### src/rtl/ast_pkg.sv
package ast_pkg;
   typedef enum logic [1:0] {
      ST_IDLE = 2'd0,
      ST_ADDR = 2'd1,
      ST_DATA = 2'd2,
      ST_SKIP = 2'd3
   } ast_state_e;

   localparam int LN_SCLK = 0;
   localparam int LN_MOSI = 1;
   localparam int LN_CSN  = 2;
   localparam int LANES   = 3;
   localparam logic [LANES-1:0] LANE_IDLE = 3'b100;
endpackage

### src/rtl/ast_sync.sv
module ast_sync #(
   parameter int               WIDTH   = 3,
   parameter int               STAGES  = 2,
   parameter logic [WIDTH-1:0] RST_VAL = '0
)(
   input  logic             clk,
   input  logic             rst_n,
   input  logic [WIDTH-1:0] async_i,
   output logic [WIDTH-1:0] sync_o
);
   for (genvar b = 0; b < WIDTH; b++) begin : g_lane
      logic [STAGES-1:0] chain;
      always_ff @(posedge clk or negedge rst_n) begin
         if (!rst_n) chain <= {STAGES{RST_VAL[b]}};
         else        chain <= {chain[STAGES-2:0], async_i[b]};
      end
      assign sync_o[b] = chain[STAGES-1];
   end
endmodule

### src/rtl/ast_edge.sv
module ast_edge #(
   parameter int               WIDTH   = 3,
   parameter logic [WIDTH-1:0] RST_VAL = '0
)(
   input  logic             clk,
   input  logic             rst_n,
   input  logic [WIDTH-1:0] cur_i,
   output logic [WIDTH-1:0] rise_o,
   output logic [WIDTH-1:0] fall_o
);
   logic [WIDTH-1:0] prev;

   always_ff @(posedge clk or negedge rst_n) begin
      if (!rst_n) prev <= RST_VAL;
      else        prev <= cur_i;
   end

   for (genvar b = 0; b < WIDTH; b++) begin : g_det
      assign rise_o[b] =  cur_i[b] & ~prev[b];
      assign fall_o[b] = ~cur_i[b] &  prev[b];
   end
endmodule

### src/rtl/ast_shifter.sv
module ast_shifter #(
   parameter int WORD_W = 8
)(
   input  logic              clk,
   input  logic              rst_n,
   input  logic              clr_i,
   input  logic              smp_i,
   input  logic              shf_i,
   input  logic              mosi_i,
   input  logic              tx_ld_i,
   input  logic [WORD_W-1:0] tx_val_i,
   output logic              byte_done_o,
   output logic [WORD_W-1:0] rx_word_o,
   output logic              tx_bit_o
);
   localparam int CNT_W = (WORD_W > 2) ? $clog2(WORD_W) : 1;
   localparam logic [CNT_W-1:0] LAST = CNT_W'(WORD_W - 1);

   logic [CNT_W-1:0]  cnt;
   logic [WORD_W-1:0] rx_sh;
   logic [WORD_W-1:0] tx_sh;

   assign rx_word_o   = {rx_sh[WORD_W-2:0], mosi_i};
   assign byte_done_o = smp_i && (cnt == LAST);
   assign tx_bit_o    = tx_sh[WORD_W-1];

   always_ff @(posedge clk or negedge rst_n) begin
      if (!rst_n) begin
         cnt   <= '0;
         rx_sh <= '0;
      end else if (clr_i) begin
         cnt   <= '0;
         rx_sh <= '0;
      end else if (smp_i) begin
         rx_sh <= rx_word_o;
         cnt   <= (cnt == LAST) ? '0 : cnt + 1'b1;
      end
   end

   // the falling edge that closes a word keeps the freshly loaded MSB
   always_ff @(posedge clk or negedge rst_n) begin
      if (!rst_n)                    tx_sh <= '0;
      else if (tx_ld_i)              tx_sh <= tx_val_i;
      else if (shf_i && cnt != '0)   tx_sh <= {tx_sh[WORD_W-2:0], 1'b0};
   end


   tx_hold_chk: assert property (@(posedge clk) disable iff (!rst_n)
      (!shf_i && !tx_ld_i) |=> $stable(tx_bit_o));
endmodule

### src/rtl/ast_ctrl.sv
module ast_ctrl import ast_pkg::*; #(
   parameter int                WORD_W   = 8,
   parameter logic [WORD_W-1:0] DEV_ADDR = '0
)(
   input  logic              clk,
   input  logic              rst_n,
   input  logic              sclk_rise_i,
   input  logic              sclk_fall_i,
   input  logic              cs_start_i,
   input  logic              cs_stop_i,
   input  logic              byte_done_i,
   input  logic [WORD_W-1:0] rx_word_i,
   input  logic              tx_load_i,
   input  logic [WORD_W-1:0] tx_data_i,
   output logic              smp_o,
   output logic              shf_o,
   output logic              clr_o,
   output logic              tx_ld_o,
   output logic [WORD_W-1:0] tx_val_o,
   output logic              miso_en_o,
   output logic              rx_valid_o,
   output logic [WORD_W-1:0] rx_data_o
);
   ast_state_e        state;
   logic              pend;
   logic [WORD_W-1:0] hold;
   logic              hit;

   assign hit       = (rx_word_i == DEV_ADDR);
   assign clr_o     = cs_start_i | cs_stop_i;
   assign smp_o     = sclk_rise_i && (state == ST_ADDR || state == ST_DATA);
   assign shf_o     = sclk_fall_i && (state == ST_DATA);
   assign tx_ld_o   = byte_done_i && ((state == ST_ADDR && hit) || state == ST_DATA);
   assign tx_val_o  = pend ? hold : rx_word_i;
   assign miso_en_o = (state == ST_DATA);

   always_ff @(posedge clk or negedge rst_n) begin
      if (!rst_n) begin
         state <= ST_IDLE;
      end else if (cs_stop_i) begin
         state <= ST_IDLE;
      end else if (cs_start_i) begin
         state <= ST_ADDR;
      end else if (byte_done_i && state == ST_ADDR) begin
         state <= hit ? ST_DATA : ST_SKIP;
      end
   end

   always_ff @(posedge clk or negedge rst_n) begin
      if (!rst_n) begin
         pend <= 1'b0;
         hold <= '0;
      end else if (tx_load_i) begin
         pend <= 1'b1;
         hold <= tx_data_i;
      end else if (tx_ld_o) begin
         pend <= 1'b0;
      end
   end

   always_ff @(posedge clk or negedge rst_n) begin
      if (!rst_n) begin
         rx_valid_o <= 1'b0;
         rx_data_o  <= '0;
      end else begin
         rx_valid_o <= byte_done_i && (state == ST_DATA);
         if (byte_done_i && state == ST_DATA) rx_data_o <= rx_word_i;
      end
   end


   rx_pulse_chk: assert property (@(posedge clk) disable iff (!rst_n)
      rx_valid_o |=> !rx_valid_o);

   skip_quiet_chk: assert property (@(posedge clk) disable iff (!rst_n)
      (state == ST_SKIP) |=> !rx_valid_o);

   match_src_chk: assert property (@(posedge clk) disable iff (!rst_n)
      $rose(miso_en_o) |-> $past(byte_done_i));

   abort_drop_chk: assert property (@(posedge clk) disable iff (!rst_n)
      cs_stop_i |=> !miso_en_o);
endmodule

### src/rtl/addr_spi_target.sv
module addr_spi_target import ast_pkg::*; #(
   parameter int                WORD_W      = 8,
   parameter logic [WORD_W-1:0] DEV_ADDR    = WORD_W'('hA6),
   parameter int                SYNC_STAGES = 2
)(
   input  logic              clk,
   input  logic              rst_n,
   input  logic              sclk_i,
   input  logic              mosi_i,
   input  logic              csn_i,
   output logic              miso_o,
   output logic              miso_en_o,
   input  logic              tx_load_i,
   input  logic [WORD_W-1:0] tx_data_i,
   output logic              rx_valid_o,
   output logic [WORD_W-1:0] rx_data_o
);
   if (WORD_W < 2) begin : g_bad_width
      $error("addr_spi_target: WORD_W must be at least 2");
   end
   if (SYNC_STAGES < 2) begin : g_bad_sync
      $error("addr_spi_target: SYNC_STAGES must be at least 2");
   end

   logic [LANES-1:0]  lane_raw, lane_s, lane_rise, lane_fall;
   logic              smp, shf, clr, tx_ld, byte_done, tx_bit, en;
   logic [WORD_W-1:0] tx_val, rx_word;

   assign lane_raw[LN_SCLK] = sclk_i;
   assign lane_raw[LN_MOSI] = mosi_i;
   assign lane_raw[LN_CSN]  = csn_i;

   ast_sync #(.WIDTH(LANES), .STAGES(SYNC_STAGES), .RST_VAL(LANE_IDLE)) u_sync (
      .clk(clk), .rst_n(rst_n), .async_i(lane_raw), .sync_o(lane_s));

   ast_edge #(.WIDTH(LANES), .RST_VAL(LANE_IDLE)) u_edge (
      .clk(clk), .rst_n(rst_n), .cur_i(lane_s), .rise_o(lane_rise), .fall_o(lane_fall));

   ast_shifter #(.WORD_W(WORD_W)) u_shift (
      .clk(clk), .rst_n(rst_n), .clr_i(clr), .smp_i(smp), .shf_i(shf),
      .mosi_i(lane_s[LN_MOSI]), .tx_ld_i(tx_ld), .tx_val_i(tx_val),
      .byte_done_o(byte_done), .rx_word_o(rx_word), .tx_bit_o(tx_bit));

   ast_ctrl #(.WORD_W(WORD_W), .DEV_ADDR(DEV_ADDR)) u_ctrl (
      .clk(clk), .rst_n(rst_n),
      .sclk_rise_i(lane_rise[LN_SCLK]), .sclk_fall_i(lane_fall[LN_SCLK]),
      .cs_start_i(lane_fall[LN_CSN]), .cs_stop_i(lane_rise[LN_CSN]),
      .byte_done_i(byte_done), .rx_word_i(rx_word),
      .tx_load_i(tx_load_i), .tx_data_i(tx_data_i),
      .smp_o(smp), .shf_o(shf), .clr_o(clr), .tx_ld_o(tx_ld), .tx_val_o(tx_val),
      .miso_en_o(en), .rx_valid_o(rx_valid_o), .rx_data_o(rx_data_o));

   assign miso_en_o = en;
   assign miso_o    = en & tx_bit;
endmodule

### config.mk
export PLATFORM = sky130hd
export DESIGN_NAME = addr_spi_target
export DESIGN_NICKNAME = d
export VERILOG_FILES = /design/src/rtl/ast_pkg.sv /design/src/rtl/ast_sync.sv /design/src/rtl/ast_edge.sv /design/src/rtl/ast_shifter.sv /design/src/rtl/ast_ctrl.sv /design/src/rtl/addr_spi_target.sv
export SDC_FILE = /design/constraint.sdc
export NUM_CORES = 1
export LEC_CHECK = 0
export CAP_MARGIN = 20
export CORE_UTILIZATION = 50
export CTS_CLUSTER_DIAMETER = 40
export DETAILED_ROUTE_END_ITERATION = 10
export GPL_TIMING_DRIVEN = 0
export PLACE_DENSITY_LB_ADDON = 0.1
export SKIP_LAST_GASP = 1
export SYNTH_ARGS = -nofsm -noshare
export SYNTH_HDL_FRONTEND = slang
export SYNTH_SLANG_ARGS = --single-unit
### constraint.sdc
create_clock -name clk -period 2.5 [get_ports clk]
set_clock_uncertainty 0.2 [all_clocks]
set_input_delay 0.5 -clock clk [delete_from_list [all_inputs] [get_ports clk]]
set_output_delay 0.5 -clock clk [all_outputs]
set_load 0.02 [all_outputs]
# Word level (Yosys, flattened, before mapping)
# Index checks and enable logic that the tools add are counted.
[totals]
ff_bits = 47
latch_bits = 0
ramBits = 0
romBits = 0
inputBits = 14
out_inout_bits = 11
word_cells = 56
n_memories = 0
[classes]
addsub = 1
multipliers = 0
div = 0
n_lt_le_gt_ge = 0
eq_ne = 4
shifts = 0
n_mux = 14
n_bitwise = 10
n_reduce_logical = 15
[op_table]
columns = ["cell", "count"]
rows = [
  ["$mux W8", 3],
  ["$mux W7", 2],
  ["$mux W3", 3],
  ["$eq A8 B8 Y1 const B", 1],
  ["$logic_and A1 B1 Y1", 8],
  ["$mux W2", 3],
  ["$reduce_bool A2 Y1", 3],
  ["$reduce_bool A3 Y1", 2],
  ["$and A1 B1 Y1", 5],
  ["$not A1 Y1", 4],
  ["$add A3 B1 Y3 const B", 1],
  ["$eq A3 B3 Y1 const B", 1],
  ["$mux W1", 3],
  ["$eq A2 B1 Y1 const B", 1],
  ["$eq A2 B2 Y1 const B", 1],
  ["$logic_or A1 B1 Y1", 2],
  ["$or A1 B1 Y1", 1],
]

# Depth between registers and ports, before layout
# Gate-level depths: netlist of the first run.
[logic_depth]
word_depth = 8
ltp_mapped = 6
depth_no_buf = 6

# Hierarchy
# Synthesis of the first run repeated with hierarchy kept, for this count alone.
[unflattened]
hier_cells = 163
hier_area_um2 = 2150.8
[by_module_without_submodules]
columns = ["module", "n_inst", "cells_per_inst", "area_each_um2", "seq_area_each_um2"]
rows = [
  ["ast_ctrl", 1, 66, 955.9, 500.5],
  ["ast_shifter", 1, 78, 899.6, 450.4],
  ["ast_sync", 1, 9, 175.2, 152.6],
  ["ast_edge", 1, 9, 113.9, 76.3],
  ["addr_spi_target", 1, 1, 6.3, 0.0],
]

# Worst setup path after synthesis of the first run
# No wires, ideal clock.
[synth_timing]
path_type = "register -> register"
from = "register u_shift.cnt[0]"
to = "register u_ctrl.state[1]"
setup_ns = 0.125
arrival_ns = 1.590
t_required_ns = 2.175
slack_ns = 0.585
path_stages_with_launch = 7
path_buffers = 0
synth_period_minus_slack_ns = 1.915
cell_sequence = "dfrtp_1 -> ha_1 -> ha_1 -> and4bb_1 -> and2_1 -> nor3_2 -> mux2_4"
[synth_between]
elab_chain_len = 4
[synth_rtl]
columns = ["element", "line_no", "text"]
rows = [
  ["from (decl)", "ast_shifter.sv:19", "logic [CNT_W-1:0] cnt;"],
  ["from (signal assigned)", "ast_shifter.sv:36", "cnt <= (cnt == LAST) ? '0 : cnt + 1'b1;"],
  ["$eq A3 B3 Y1", "ast_shifter.sv:24", "assign byte_done_o = smp_i && (cnt == LAST);"],
  ["$logic_and A1 B1 Y1", "ast_shifter.sv:24", ""],
  ["$logic_and A1 B1 Y1", "ast_ctrl.sv:44", "end else if (byte_done_i && state == ST_ADDR) begin"],
  ["$reduce_bool A3 Y1 (no line)", "--", ""],
  ["to (signal assigned)", "ast_ctrl.sv:45", "state <= hit ? ST_DATA : ST_SKIP;"],
  ["to (decl)", "ast_ctrl.sv:24", "ast_state_e state;"],
]
# No other way between the ends.
# A chain may end at the register's enable or synchronous reset.

# Worst setup path after layout of the first run
[layout_timing]
from = "register u_ctrl.state[0]"
to = "output miso_en_o"
[layout_between]
elab_chain_len = 1
[layout_rtl]
columns = ["element", "line_no", "text"]
rows = [
  ["$eq A2 B2 Y1", "ast_ctrl.sv:35", "assign miso_en_o = (state == ST_DATA);"],
  ["to (decl)", "addr_spi_target.sv:12", "output logic miso_en_o,"],
]
# No other way between the ends.

==> flow_summary.json, run 1 <==
{
  "clkTransAtPathRegs_ps": 80,
  "dp_hpwl_um": 2430,
  "syn_nets": 157,
  "dieArea_um2": 4260,
  "area_delta_synth_final_pct": 20.2,
  "grt_pass1_wl_um": 6010,
  "clock_sinks": 46,
  "vias_per_cell": 5.27,
  "worstPathRequired_ps": 1800,
  "peakVddDrop_uv": 399,
  "fill_cells": 291,
  "start_util": 0.535,
  "crit_path_start_kind": "register",
  "cts_made_buffers": 5,
  "yosysWarnings": 0,
  "timing.final.crit_share": 0.933,
  "cp.arrival_ps": 1630,
  "fin_util": 0.643,
  "slowest_stage": "clkdlybuf4s50_1",
  "wl_per_cell_um": 15.8,
  "port_buffers": 23,
  "vias": 1144,
  "grt_overflow": 0,
  "cts_tree": "built",
  "avgSynthCellArea_um2": 14.7,
  "insertion_delay_ps": 290,
  "synthCells": 136,
  "pin_count": 25,
  "synth_seq_cells": 46,
  "rows": 22,
  "hold_viol": 0,
  "crit_chain": "inv_1 -> ha_1 -> clkdlybuf4s50_1",
  "antenna_found_initial": 0,
  "synthesis.area_um2": 2000,
  "end_kind": "output pin",
  "layout_commonest_cell": "dfrtp_1",
  "final_cell_mix": "43 x dfrtp_1, 23 x mux2i_1, 21 x clkdlybuf4s50_1",
  "die_x_um": 65.3,
  "max_stage_delay_ps": 630,
  "max_freq_ghz": 0.429,
  "pre_cts_slack_ps": 369,
  "coreArea_um2": 3740,
  "seq_area_frac_synth": 0.577,
  "cp_top_family": "buffers and inverters",
  "die_y_um": 65.3,
  "h-tree-depth": 2,
  "dr.pass1.iters": 3,
  "drt_wl_total_um": 3440,
  "cts_root_buf": "clkbuf_8",
  "p_leak_nw": 1.19,
  "grt_usage": 0.192,
  "nets": 189,
  "rsz0062_at_grt": "no",
  "antenna_left": 0,
  "min_path_type": "register to register",
  "grt_pass1_vias": 1235,
  "antenna_cells": 0,
  "tightest_slew_ps": 677,
  "cp_max_fo": 4,
  "drive_gt1_frac": 0.231,
  "fin_crit_ps": 2330,
  "cts.path.max_buffers": 2,
  "grt_max_degree": 36,
  "finalSetupTns_ps": 0,
  "drc": 0,
  "cp_num_buf_inv": 2,
  "powerDensity_nw_per_um2": 565,
  "drv_slew": 0,
  "outcome": "complete, no violations",
  "drtIter0Drc": 35,
  "drv_cap": 0,
  "layout_setup_ws_ps": 167,
  "ys_types": 27,
  "gp_congestion": 0.711,
  "slew_headroom": 0.549,
  "crit_type": "register to output pin",
  "setup_viol": 0
}
[cells in the mapped netlist]
| cell | instances | area [um2] |
|---|---|---|
| a21oi_1 | 1 | 5.00 |
| a22o_1 | 10 | 87.6 |
| a31o_2 | 1 | 8.76 |
| and2_1 | 3 | 18.8 |
| and4bb_1 | 1 | 12.5 |
| and4bb_2 | 2 | 25.0 |
| buf_1 | 1 | 3.75 |
| buf_2 | 1 | 5.00 |
| buf_6 | 1 | 11.3 |
| clkbuf_1 | 2 | 7.51 |
| dfrtp_1 | 43 | 1080 |
| dfstp_2 | 3 | 78.8 |
| ha_1 | 7 | 87.6 |
| inv_1 | 8 | 30.0 |
| mux2_2 | 8 | 90.1 |
| mux2_4 | 9 | 135 |
| mux2i_1 | 23 | 230 |
| nand2_1 | 1 | 3.75 |
| nand2_2 | 2 | 12.5 |
| nand2b_1 | 1 | 6.26 |
| nand4_2 | 1 | 12.5 |
| nor2_1 | 1 | 3.75 |
| nor2b_1 | 2 | 12.5 |
| nor3_2 | 1 | 10.0 |
| nor3_4 | 1 | 16.3 |
| nor3b_1 | 1 | 7.51 |
| o21ai_0 | 1 | 5.00 |
[layout make-up]
type	instances	area [um2]	share of cell area
flip-flops and latches	46	1150	0.480
multi-input cells	77	791	0.328
repair buffers	25	258	0.107
clock buffers	6	72.6	0.0301
well taps	48	60.1	0.0249
inverters	8	30.0	0.0125
plain buffers	5	27.5	0.0114
clock inverters	2	13.8	0.00572
[timing repair]
action / in CTS / in global routing
buffers inserted: 0 / 0
gates resized for setup: 0 / 1
hold buffers: 1 / 0
endpoints found under the hold margin: 8 / 0
setup endpoints to repair: 0 / 1
[kinds of logic (layout without fill, tap and decap cells)]
group | count (synthesis) | in the layout | synth area share
AOI/OAI and AO/OA | 13 | 13 | 0.0531
adders and majority gates | 7 | 7 | 0.0437
buffers and inverters | 13 | 46 | 0.0287
DFF | 46 | 46 | 0.577
muxes | 40 | 40 | 0.227
and+or+nand+nor | 17 | 17 | 0.0706
[through the flow]
step,power [W],instances,hold WS [ps],cell area (um2)
after floorplan,0.000879,136,4.41,2000
after global placement,0.000931,207,133,2290
after detailed placement,0.000941,208,136,2310
after CTS,0.00138,217,155,2400
after global routing,0.00143,217,164,2410
final,0.00136,217,152,2410
[power by group]
| part | internal, W | switching [W] |
|---|---|---|
| combinational | 0.0000677 | 0.0000629 |
| clock | 0.000197 | 0.000238 |
| sequential | 0.000774 | 0.0000210 |
| total | 0.00104 | 0.000321 |
[state kept, by name, summed over array words and instances (netlist names)]
| register | flops |
|---|---|
| u_ctrl.hold | 8 |
| u_ctrl.pend | 1 |
| u_ctrl.rx_data_o | 8 |
| u_ctrl.rx_valid_o | 1 |
| u_ctrl.state | 2 |
| u_edge.prev | 2 |
| u_shift.cnt | 3 |
| u_shift.rx_sh | 7 |
| u_shift.tx_sh | 8 |
| u_sync.g_lane.chain | 6 |
[worst paths after layout]
path,slack (ps),startpoint,endpoint,cells after the start
max in group asynchronous,1210,rst_n,u_ctrl.pend,3
max reg2reg,460,u_shift.cnt[0],u_ctrl.state[1],6
min reg2reg,150,u_sync.g_lane[0].chain[0],u_sync.g_lane[0].chain[1],0
max,170,u_ctrl.state[0],miso_en_o,3
min,150,u_sync.g_lane[0].chain[0],u_sync.g_lane[0].chain[1],0
min in group asynchronous,420,rst_n,u_shift.cnt[0],2
[per-layer routing]
| layer | up-vias | GRT usage | part of all wire |
|---|---|---|---|
| met5 | - | 0 | 0 |
| met4 | 0 | 0.0652 | 0.013 |
| met3 | 5 | 0.0573 | 0.036 |
| met2 | 19 | 0.294 | 0.47 |
| met1 | 574 | 0.262 | 0.48 |
| li1 | 546 | - | - |
Power figures use the tool's default switching activity.
==> run 2: changes to the inputs <==
Settings changed: ABC_AREA from default to 1, CAP_MARGIN 20 to default, SKIP_CTS_REPAIR_TIMING from default to 1.
==> run 2 against run 1 <==
  * Register-to-register slack improved by 140 ps
  * Clock power increased by 24%
  * Die area increased by 5.4%
  * Count of clock-buffer cells in the layout decreased by 1
  * Combinational power increased by 7%
  * Power increased by 7.8%
  * Core utilization decreased by 0.95 points
  * First-iteration DRC count increased to 3.2 times the previous value
  * Worst setup slack got worse by 69 ps
  * Flip-flop and latch count unchanged
==> flow_summary.json, run 2 <==
{
  "outcome": "complete, no violations",
  "peakVddDrop_uv": 367,
  "clock_sinks": 46,
  "drv_slew": 0,
  "synthSimpleGateAreaFrac": 0.237,
  "drt_wl_total_um": 4190,
  "yosysMostFrequentCell": "nand2_1",
  "end_kind": "output pin",
  "synth_edf_count": 0,
  "cp_top_family": "buffers and inverters",
  "drtIter0Drc": 113,
  "area_delta_synth_final_pct": 20.6,
  "ys_types": 20,
  "synth_seq_cells": 46,
  "die_y_um": 67.1,
  "min_path_type": "register to register",
  "yosysWarnings": 0,
  "async_reset_ff_frac": 1.00,
  "grt.met3_usage": 0.0565,
  "powerDensity_nw_per_um2": 574,
  "slew_headroom": 0.744,
  "grt_usage": 0.217,
  "synthCells": 243,
  "max_stage_delay_ps": 590,
  "pin_count": 25,
  "tightest_slew_ps": 384,
  "synth.top_cell.area_share": 0.509,
  "drv_cap": 0,
  "grt_use_met2": 0.344,
  "dr.pass1.iters": 4,
  "grt_overflow": 0,
  "layout_setup_ws_ps": 98.3,
  "syn_nets": 264,
  "max_freq_ghz": 0.416,
  "rsz0062_at_grt": "no",
  "synthTopCellsByCount": "62 x nand2_1, 43 x dfrtp_1, 36 x inv_1, 26 x nand3_1, 20 x o21ai_0",
  "die_x_um": 67.1,
  "grt-busiest-layer": "met2",
  "clkPwrFrac": 0.369,
  "drive_gt1_frac": 0.0903,
  "finalNonFillerCells": 327,
  "dp_hpwl_um": 3010,
  "coreArea_um2": 4030,
  "globalRouteMet1Util": 0.279,
  "comb_power_share": 0.095,
  "synthesis.area_um2": 2120,
  "p_switching_w": 0.000348,
  "synth-xor-area-share": 0,
  "setup_viol": 0,
  "cp_num_buf_inv": 3,
  "clkTransAtPathRegs_ps": 90,
  "antenna_found_initial": 0,
  "antenna_left": 0,
  "cts_root_buf": "clkbuf_8",
  "layout_commonest_cell": "nand2_1",
  "p_leak_nw": 1.33,
  "cp.arrival_ps": 1700,
  "hold_viol": 0,
  "crit_type": "register to output pin",
  "dp_cells": 318,
  "wl_per_cell_um": 12.8,
  "seqPwrFrac": 0.536,
  "grt_max_degree": 34,
  "rows": 23,
  "start_util": 0.525,
  "switching_share": 0.237,
  "synth_top_area_cell": "dfrtp_1",
  "cts_made_buffers": 5,
  "fin_crit_ps": 2400,
  "synthAdderAreaFrac": 0.0414,
  "fin_util": 0.634,
  "synth_compound_area_frac": 0.0869,
  "port_buffers": 24,
  "nets": 297,
  "grt_pass1_vias": 1511,
  "gp_congestion": 0.812,
  "timing.final.crit_share": 0.961,
  "avgSynthCellArea_um2": 8.71,
  "cts_tree": "built",
  "slowest_stage": "clkdlybuf4s50_1",
  "p_int_w": 0.00112,
  "insertion_delay_ps": 300,
  "grt_pass1_wl_um": 7010,
  "synth_top_family_by_area": "simple AND/OR/NAND/NOR gates",
  "synth.area.top_cells": "dfrtp_1 51%, nand2_1 11%, inv_1 6.4%",
  "final_cell_mix": "62 x nand2_1, 43 x dfrtp_1, 36 x inv_1",
  "muxShareOfSynthArea": 0,
  "cp_max_fo": 4,
  "antenna_cells": 0,
  "worstPathRequired_ps": 1800,
  "crit_chain": "inv_1 -> ha_1 -> nand2_1 -> inv_1 -> clkdlybuf4s50_1",
  "drc": 0,
  "cpMostUsedCell": "inv_1",
  "seq_area_frac_synth": 0.546,
  "vias": 1654,
  "cts.path.max_buffers": 2,
  "crit_path_start_kind": "register",
  "dieArea_um2": 4500,
  "h-tree-depth": 2,
  "largest_registers": "u_ctrl.hold x8, u_ctrl.rx_data_o x8, u_shift.tx_sh x8",
  "pre_cts_slack_ps": 424,
  "synth_flop_cell": "dfrtp_1",
  "vias_per_cell": 5.06
}
## run 2: cell count changes after synthesis, moves of 3 or more
cell	change
o21ai_0	+19
nand4_1	+10
inv_1	+28
nor2_1	+8
mux2_4	-9
a22o_1	-10
o21ai_1	+6
a22oi_1	+6
mux2_2	-8
mux2i_1	-23
nand2_1	+61
and2_1	-3
nand3_1	+26
## run 2: per-stage QoR
step	hold WS (ps)	setup TNS [ps]	power [W]	instance area, um2
2_1_floorplan	4.41	0	0.000874	2120
3_3_place_gp	133	-23800	0.000934	2420
3_5_place_dp	136	0	0.000941	2430
4_1_cts	-98.2	0	0.00149	2540
5_1_grt	164	0	0.00154	2550
6_report	155	0	0.00147	2550
## run 2: power by group through the flow
stage	Clock, W	Combinational [W]	Sequential [W]
finish	0.000541	0.000140	0.000786
global route	0.000584	0.000162	0.000789
CTS	0.000558	0.000142	0.000786
detailed placement	0	0.000141	0.000801
global placement	0	0.000135	0.000799
floorplan	0	0.0000771	0.000797
## run 2: cells by family after synthesis
| family | count (synthesis) |
|---|---|
| simple gates | 112 |
| buf+inv | 45 |
| fa+ha+maj | 7 |
| compound gates | 33 |
| flops | 46 |
## run 2: metal layers
| layer | up-vias | routed length [um] |
|---|---|---|
| met5 | - | 0 |
| met4 | 0 | 72 |
| met3 | 5 | 172 |
| met2 | 32 | 1890 |
| met1 | 770 | 2050 |
| li1 | 847 | - |
## run 2: worst paths after layout
check | start | to | slack [ps] | cells after the start
worst max-delay path | u_ctrl.state[0] | miso_o | 100 | 5
worst min-delay path | u_sync.g_lane[1].chain[0] | u_sync.g_lane[1].chain[1] | 160 | 0
worst max register to register | u_ctrl.state[0] | u_shift.tx_sh[2] | 600 | 9
worst min register to register | u_sync.g_lane[1].chain[0] | u_sync.g_lane[1].chain[1] | 160 | 0
max in group asynchronous | rst_n | u_sync.g_lane[2].chain[0] | 1110 | 3
min in group asynchronous | rst_n | u_shift.tx_sh[4] | 420 | 2
## run 2: final cells by class
| cell class | instances | area, um2 |
|---|---|---|
| Sequential cell | 46 | 1150 |
| Tap cell | 50 | 62.6 |
| Fill cell | 374 | 1480 |
| Clock inverter | 3 | 40.0 |
| Multi-Input combinational cell | 152 | 773 |
| Inverter | 38 | 143 |
| Clock buffer | 5 | 68.8 |
| Timing Repair Buffer | 26 | 265 |
| Buffer | 7 | 45.0 |
